### src/rtl/sdram_init_pkg.sv
package sdram_init_pkg;

  typedef enum logic [2:0] {
    MODE_NORMAL = 3'd0,
    MODE_NOP    = 3'd1,
    MODE_PRECH  = 3'd2,
    MODE_LMR    = 3'd3,
    MODE_REF    = 3'd4,
    MODE_LEMR   = 3'd5
  } modeCode_e;

  // {cs_n, ras_n, cas_n, we_n}
  localparam logic [3:0] CMD_DESEL = 4'b1111;
  localparam logic [3:0] CMD_NOP   = 4'b0111;
  localparam logic [3:0] CMD_PRE   = 4'b0010;
  localparam logic [3:0] CMD_REF   = 4'b0001;
  localparam logic [3:0] CMD_MRS   = 4'b0000;

  // strobes from control to datapath
  typedef struct packed {
    logic      loadCmd;
    modeCode_e cmdMode;
  } ctrlStrobe_t;

endpackage

### src/rtl/sdram_init_ctrl.sv
module sdram_init_ctrl
  import sdram_init_pkg::*;
#(
  parameter int PAUSE_CYCLES = 26667
) (
  input  logic        clk,
  input  logic        rstN,
  input  logic [2:0]  modeCode,
  input  logic        hostWrValid,
  output logic        hostWrAck,
  output logic        normAccept,
  output logic        pauseDone,
  output ctrlStrobe_t strobe
);

  localparam int PAUSE_W = $clog2(PAUSE_CYCLES + 1);

  typedef enum logic [1:0] {ST_IDLE, ST_DRIVE, ST_ACK} state_e;

  state_e             state;
  logic [PAUSE_W-1:0] pauseCnt;
  logic               normFlag;
  logic               start;
  logic               isCmd;

  // power-up pause: counts clock cycles after reset release
  always_ff @(posedge clk) begin
    if (!rstN) begin
      pauseCnt  <= '0;
      pauseDone <= 1'b0;
    end else if (!pauseDone) begin
      if (pauseCnt == PAUSE_W'(PAUSE_CYCLES - 1)) pauseDone <= 1'b1;
      else                                        pauseCnt  <= pauseCnt + 1'b1;
    end
  end

  always_comb begin
    isCmd = (modeCode >= 3'd1) && (modeCode <= 3'd5);
    start = (state == ST_IDLE) && hostWrValid && pauseDone;
    strobe.loadCmd = start && isCmd;
    strobe.cmdMode = modeCode_e'(modeCode);
  end

  always_ff @(posedge clk) begin
    if (!rstN) begin
      state    <= ST_IDLE;
      normFlag <= 1'b0;
    end else begin
      unique case (state)
        ST_IDLE: if (start) begin
          state    <= isCmd ? ST_DRIVE : ST_ACK;
          normFlag <= (modeCode == 3'd0);
        end
        ST_DRIVE: state <= ST_ACK;
        ST_ACK:   state <= ST_IDLE;
        default:  state <= ST_IDLE;
      endcase
    end
  end

  assign hostWrAck  = (state == ST_ACK);
  assign normAccept = (state == ST_ACK) && normFlag;

endmodule

### src/rtl/sdram_init_bankmap.sv
module sdram_init_bankmap #(
  parameter int ADDR_W    = 28,
  parameter int BUS_SHIFT = 1
) (
  input  logic [ADDR_W-1:0] hostAddr,
  input  logic [1:0]        colCode,
  input  logic [1:0]        rowCode,
  input  logic              fourBanks,
  output logic [1:0]        bank
);

  localparam int COL_BASE = 8;
  localparam int ROW_BASE = 11;
  localparam int FIXED    = BUS_SHIFT + COL_BASE + ROW_BASE;

  logic [5:0]        bankPos;
  logic [ADDR_W-1:0] shifted;

  always_comb begin
    bankPos = 6'(FIXED) + 6'(colCode) + 6'(rowCode);
    shifted = hostAddr >> bankPos;
    bank    = fourBanks ? shifted[1:0] : {1'b0, shifted[0]};
  end

endmodule

### src/rtl/sdram_init_dp.sv
module sdram_init_dp
  import sdram_init_pkg::*;
#(
  parameter int ADDR_W    = 28,
  parameter int A_W       = 13,
  parameter int REF_W     = 4,
  parameter int BUS_SHIFT = 1
) (
  input  logic              clk,
  input  logic              rstN,
  input  ctrlStrobe_t       strobe,
  input  logic [2:0]        modeCode,
  input  logic [ADDR_W-1:0] hostAddr,
  input  logic [1:0]        colCode,
  input  logic [1:0]        rowCode,
  input  logic              fourBanks,
  input  logic [2:0]        lpArrayPart,
  input  logic [1:0]        lpTempComp,
  input  logic [1:0]        lpDrive,
  output logic              sdCke,
  output logic [3:0]        sdCmd,
  output logic [1:0]        sdBa,
  output logic [A_W-1:0]    sdA,
  output logic [REF_W-1:0]  refreshCount,
  output logic              initDone
);

  localparam int MR_W = 12;
  localparam int A10  = 10;

  logic [1:0]     bankSel;
  logic [MR_W-1:0] mrValue;
  logic [A_W-1:0] lpValue;
  logic [3:0]     idleCmd;
  logic           mrsSeen;

  sdram_init_bankmap #(
    .ADDR_W   (ADDR_W),
    .BUS_SHIFT(BUS_SHIFT)
  ) uBankMap (
    .hostAddr (hostAddr),
    .colCode  (colCode),
    .rowCode  (rowCode),
    .fourBanks(fourBanks),
    .bank     (bankSel)
  );

  always_comb begin
    mrValue = hostAddr[BUS_SHIFT +: MR_W];
    lpValue = A_W'({lpDrive, lpTempComp, lpArrayPart});
    idleCmd = sdCke ? CMD_NOP : CMD_DESEL;
  end

  always_ff @(posedge clk) begin
    if (!rstN) begin
      sdCke        <= 1'b0;
      sdCmd        <= CMD_DESEL;
      sdBa         <= '0;
      sdA          <= '0;
      refreshCount <= '0;
      mrsSeen      <= 1'b0;
      initDone     <= 1'b0;
    end else begin
      initDone <= initDone | (mrsSeen && (modeCode == 3'd0));
      if (strobe.loadCmd) begin
        sdBa <= '0;
        sdA  <= '0;
        unique case (strobe.cmdMode)
          MODE_NOP: begin
            sdCmd <= CMD_NOP;
            sdCke <= 1'b1;
          end
          MODE_PRECH: begin
            sdCmd <= CMD_PRE;
            sdA   <= A_W'(1) << A10;
          end
          MODE_REF: begin
            sdCmd <= CMD_REF;
            if (refreshCount != '1) refreshCount <= refreshCount + 1'b1;
          end
          MODE_LMR: begin
            sdCmd   <= CMD_MRS;
            sdBa    <= bankSel;
            sdA     <= A_W'(mrValue);
            mrsSeen <= 1'b1;
          end
          MODE_LEMR: begin
            sdCmd <= CMD_MRS;
            sdBa  <= bankSel;
            sdA   <= lpValue;
          end
          default: sdCmd <= idleCmd;
        endcase
      end else begin
        sdCmd <= idleCmd;
        sdBa  <= '0;
        sdA   <= '0;
      end
    end
  end

endmodule

### src/rtl/sdram_init_cmd.sv
module sdram_init_cmd
  import sdram_init_pkg::*;
#(
  parameter int PAUSE_CYCLES = 26667,
  parameter int ADDR_W       = 28,
  parameter int A_W          = 13,
  parameter int REF_W        = 4
) (
  input  logic              clk,
  input  logic              rstN,
  input  logic [2:0]        cfgModeCode,
  input  logic [1:0]        cfgColCode,
  input  logic [1:0]        cfgRowCode,
  input  logic              cfgFourBanks,
  input  logic [2:0]        lpArrayPart,
  input  logic [1:0]        lpTempComp,
  input  logic [1:0]        lpDrive,
  input  logic              hostWrValid,
  input  logic [ADDR_W-1:0] hostAddr,
  output logic              hostWrAck,
  output logic              normAccept,
  output logic              sdCke,
  output logic              sdCsN,
  output logic              sdRasN,
  output logic              sdCasN,
  output logic              sdWeN,
  output logic [1:0]        sdBa,
  output logic [A_W-1:0]    sdA,
  output logic [REF_W-1:0]  refreshCount,
  output logic              initDone
);

  localparam int BUS_SHIFT = 1;  // 16-bit data bus

  ctrlStrobe_t strobe;
  logic        pauseDone;
  logic [3:0]  sdCmd;

  sdram_init_ctrl #(.PAUSE_CYCLES(PAUSE_CYCLES)) uCtrl (
    .clk        (clk),
    .rstN       (rstN),
    .modeCode   (cfgModeCode),
    .hostWrValid(hostWrValid),
    .hostWrAck  (hostWrAck),
    .normAccept (normAccept),
    .pauseDone  (pauseDone),
    .strobe     (strobe)
  );

  sdram_init_dp #(
    .ADDR_W   (ADDR_W),
    .A_W      (A_W),
    .REF_W    (REF_W),
    .BUS_SHIFT(BUS_SHIFT)
  ) uDp (
    .clk         (clk),
    .rstN        (rstN),
    .strobe      (strobe),
    .modeCode    (cfgModeCode),
    .hostAddr    (hostAddr),
    .colCode     (cfgColCode),
    .rowCode     (cfgRowCode),
    .fourBanks   (cfgFourBanks),
    .lpArrayPart (lpArrayPart),
    .lpTempComp  (lpTempComp),
    .lpDrive     (lpDrive),
    .sdCke       (sdCke),
    .sdCmd       (sdCmd),
    .sdBa        (sdBa),
    .sdA         (sdA),
    .refreshCount(refreshCount),
    .initDone    (initDone)
  );

  assign {sdCsN, sdRasN, sdCasN, sdWeN} = sdCmd;

endmodule

### config.mk
export PLATFORM = sky130hd
export DESIGN_NAME = sdram_init_cmd
export DESIGN_NICKNAME = d
export VERILOG_FILES = /design/src/rtl/sdram_init_pkg.sv /design/src/rtl/sdram_init_ctrl.sv /design/src/rtl/sdram_init_bankmap.sv /design/src/rtl/sdram_init_dp.sv /design/src/rtl/sdram_init_cmd.sv
export SDC_FILE = /design/constraint.sdc
export NUM_CORES = 1
export LEC_CHECK = 0
export CAP_MARGIN = 20
export CORE_MARGIN = 8
export CORE_UTILIZATION = 40
export DETAILED_ROUTE_END_ITERATION = 7
export HOLD_SLACK_MARGIN = 0.15
export PLACE_DENSITY = 0.86
export SYNTH_ARGS = -nofsm -noshare
export SYNTH_HDL_FRONTEND = slang
export SYNTH_SLANG_ARGS = --single-unit
### constraint.sdc
create_clock -name clk -period 2.2 [get_ports clk]
set_clock_uncertainty 0.1 [all_clocks]
set_input_delay 0.44 -clock clk [delete_from_list [all_inputs] [get_ports clk]]
set_output_delay 0.44 -clock clk [all_outputs]
set_load 0.05 [all_outputs]
==> summary.md <==
| Metric | Value |
|---|---|
| Critical Path AT | `2240 ps` |
| Pwr per Cell Area | `514 nW/um2` |
| Gr usage total | `13.0%` |
| Number of port buffers | `63` |
| WL final | `about 4700 um` |
| First-pass DRT Iterations | `4` |
| Part of the power in the clock network | `31.6%` |
| Synth cell count leaders | `dfxtp_1, nor2_1, and2_1` |
| Die area | `7530 um2` |
| Area fraction of the dominant cell type after synthesis | `44.0%` |
| Distinct cells, synth | `43` |
| Synth area leader | `dfxtp_1` |
| # rows | `25` |
| Dominant cells by area after synthesis | `dfxtp_1, and2_1, mux2i_1, xnor2_1, nor2_1` |
| DRT iter0 DRCs | `62` |
| Async SR Flop Fraction | `0%` |
| CTS tree | `built` |
| Post-DP HPWL | `3700 um` |
| Startpoint Class | `input pin` |
| Worst Setup End Kind | `register` |
| Max_cap viols | `0` |
| IO Pins | `73` |
| Clk buf depth | `2` |
| First-pass GRT wire length | `7870 um` |
| Vias per inst | `4.94` |
| P_int | `1130 uW` |
| Post-synth net total | `255` |
| Initial antenna violation count | `0` |
| Setup bufs post-CTS | `0` |
| Slew Limit Fails | `0` |
| Skew-Pair Late Insertion Delay | `290 ps` |
| Die height | `86.8 um` |
| Sw Ratio | `22.0%` |
| Post-synth EDFFs | `0` |
| Maximum net fanout on the critical path | `5` |
| # H-tree levels | `2` |
| Fill count | `406` |
| Outcome | `finished clean` |
| Post-route antenna net violation count | `0` |
| Initial core utilization | `41.9%` |
| Worst slew pin tran | `531 ps` |
| Inserted Diodes | `0` |
| Num CTS Buffers | `5` |
| Psw | `320 uW` |
| Number of global-route vias before repair | `1,745` |
| Leak | `0.00112 uW` |
| Total power | `1450 uW` |
| Setup slack after layout | `72.8 ps` |
| Vias | `1,675` |
| Tcrit/Tclk final | `96.7%` |
| Fmax | `0.470 GHz` |
| Worst hold path depth | `1` |
| Layout Nets | `323` |
| Largest net degree at the start of global routing | `28` |
| Yosys warning count | `0` |
| Seq pwr share | `55.5%` |
| Max VDD drop | `0.000345 V` |
| FF-to-FF path depth | `6` |
| Gr ovfl total | `0` |
| HP Class | `register to register` |
| Post-synthesis sequential area ratio | `44.0%` |
| Synth Cell Area | `2000 um2` |
| Yosys reg bits | `44` |
| Crit path kind | `input pin to register` |
| Most frequent cell after synthesis | `dfxtp_1` |
| Clk root buf | `clkbuf_8` |
| Final Hold Viols | `0` |
| Clk pin slew, worst setup/hold paths | `70 ps` |
| Die X | `86.8 um` |
| Final min period | `2130 ps` |
| Syn-to-layout area delta | `41.2%` |
| Post-Place Setup Slack | `-477 ps` |
| Final core utilization | `approximately 59%` |
| Sink Count | `44` |
| Comb pwr share | `a little over an eighth` |
| Post-synthesis cell count | `204` |
| TNS Setup | `0 ps` |
| Slew headroom | `64.5%` |
| Dominant synthesized flop cell | `dfxtp_1` |
| Core area | `4790 um2` |
| Post-Syn Area per Cell | `around 9.8 um2` |
| Unrepaired setup endpoints after global routing | `false` |
| Layout cells sized above 1 | `12.5%` |
| Routed length per placed instance | `13.7 um` |
| Post-route DRC | `0` |
| Routability cong. | `just under 0.8` |
| Final count of negative-setup-slack endpoints | `0` |
| WP data required | `2320 ps` |
flip-flops by register name, indices dropped and copies added (netlist names):
signal and cells:
uCtrl.state 2, uDp.initDone 1, uDp.sdA 12, uDp.sdCmd 4, uCtrl.pauseCnt 15, uDp.refreshCount 4, uCtrl.normFlag 1, uDp.sdBa 2
uDp.sdCke 1, uCtrl.pauseDone 1, uDp.mrsSeen 1
stage by stage:
stage / cells / cell area (um2) / hold WS (ps)
floorplan: 204 / 2000 / 305
global placement: 332 / 2730 / 318
detailed placement: 332 / 2730 / 339
CTS: 339 / 2810 / 353
global route: 339 / 2830 / 388
finish: 339 / 2830 / 352
cells in the final DEF, fill, tap and decap left out, drive strengths merged, types with 3 or more instances in the layout:
cell type      count
nand4              5
nand3              9
nand2b             3
nand2             10
nor2              15
inv                4
clkdlybuf4s50     57
ha                 4
nor3               4
a21oi              4
dfxtp             44
nor3b              3
nor4               3
mux2i              7
xor2               6
clkbuf             6
xnor2              7
and3               6
nor2b              8
and2              14
o21ai              8
a22oi              7
buf               10
power groups by stage:
stage / Sequential [uW] / Combinational (uW) / Clock [uW]
after floorplan: 824 / 89.6 / 0
after global placement: 825 / 173 / 0
after detailed placement: 826 / 179 / 0
after CTS: 807 / 184 / 479
after global routing: 808 / 204 / 513
final: 807 / 188 / 459
cells by family after synthesis:
kind of cell / count (synthesis) / share of synthesized area (%)
compound gates: 26 / 8.68
xor+xnor: 13 / 5.68
fa+ha+maj: 5 / 3.50
buf+inv: 14 / 3.12
flops: 44 / 44.0
mux: 9 / 5.75
other cells: 1 / 0.187
simple gates: 92 / 29.1
routing by layer:
layer | GRT usage (%) | vias up | wire (um)
li1 | - | 840 | -
met1 | 12.9 | 775 | 1880
met2 | 22.2 | 48 | 2290
met3 | 5.48 | 12 | 378
met4 | 7.36 | 0 | 112
met5 | 0 | - | 0
critical path, cell delays in order:
cell	delay [ps]
clkdlybuf4s15_1	170
ha_2	190
fa_2	670
mux2i_1	110
mux4_2	470
nor3b_2	190
layout make-up:
| type | count | area [um2] | share of cell area (%) |
|---|---|---|---|
| Clock buffer | 6 | 72.6 | 2.57 |
| Clock inverter | 1 | 5.00 | 0.177 |
| Inverter | 4 | 15.0 | 0.531 |
| Multi-Input combinational cell | 146 | 1080 | 38.1 |
| Sequential cell | 44 | 881 | 31.1 |
| Tap cell | 67 | 83.8 | 2.96 |
| Timing Repair Buffer | 71 | 694 | 24.5 |
final timing paths:
| check | slack (ps) | end | from |
|---|---|---|---|
| worst max register to register | 630 | uCtrl.pauseCnt[0] | uCtrl.pauseCnt[0] |
| worst max-delay path | 70 | uDp.sdBa[1] | cfgColCode[0] |
| worst min register to register | 350 | uCtrl.state[1] | uCtrl.state[1] |
| worst min-delay path | 350 | uCtrl.state[1] | uCtrl.state[1] |
timing repair:
item,4_1_cts,5_1_grt
resized for setup,6,6
hold buffers,0,0
pin swaps,3,3
endpoints found under the setup margin,2,1
Power figures use the tool's default switching activity.
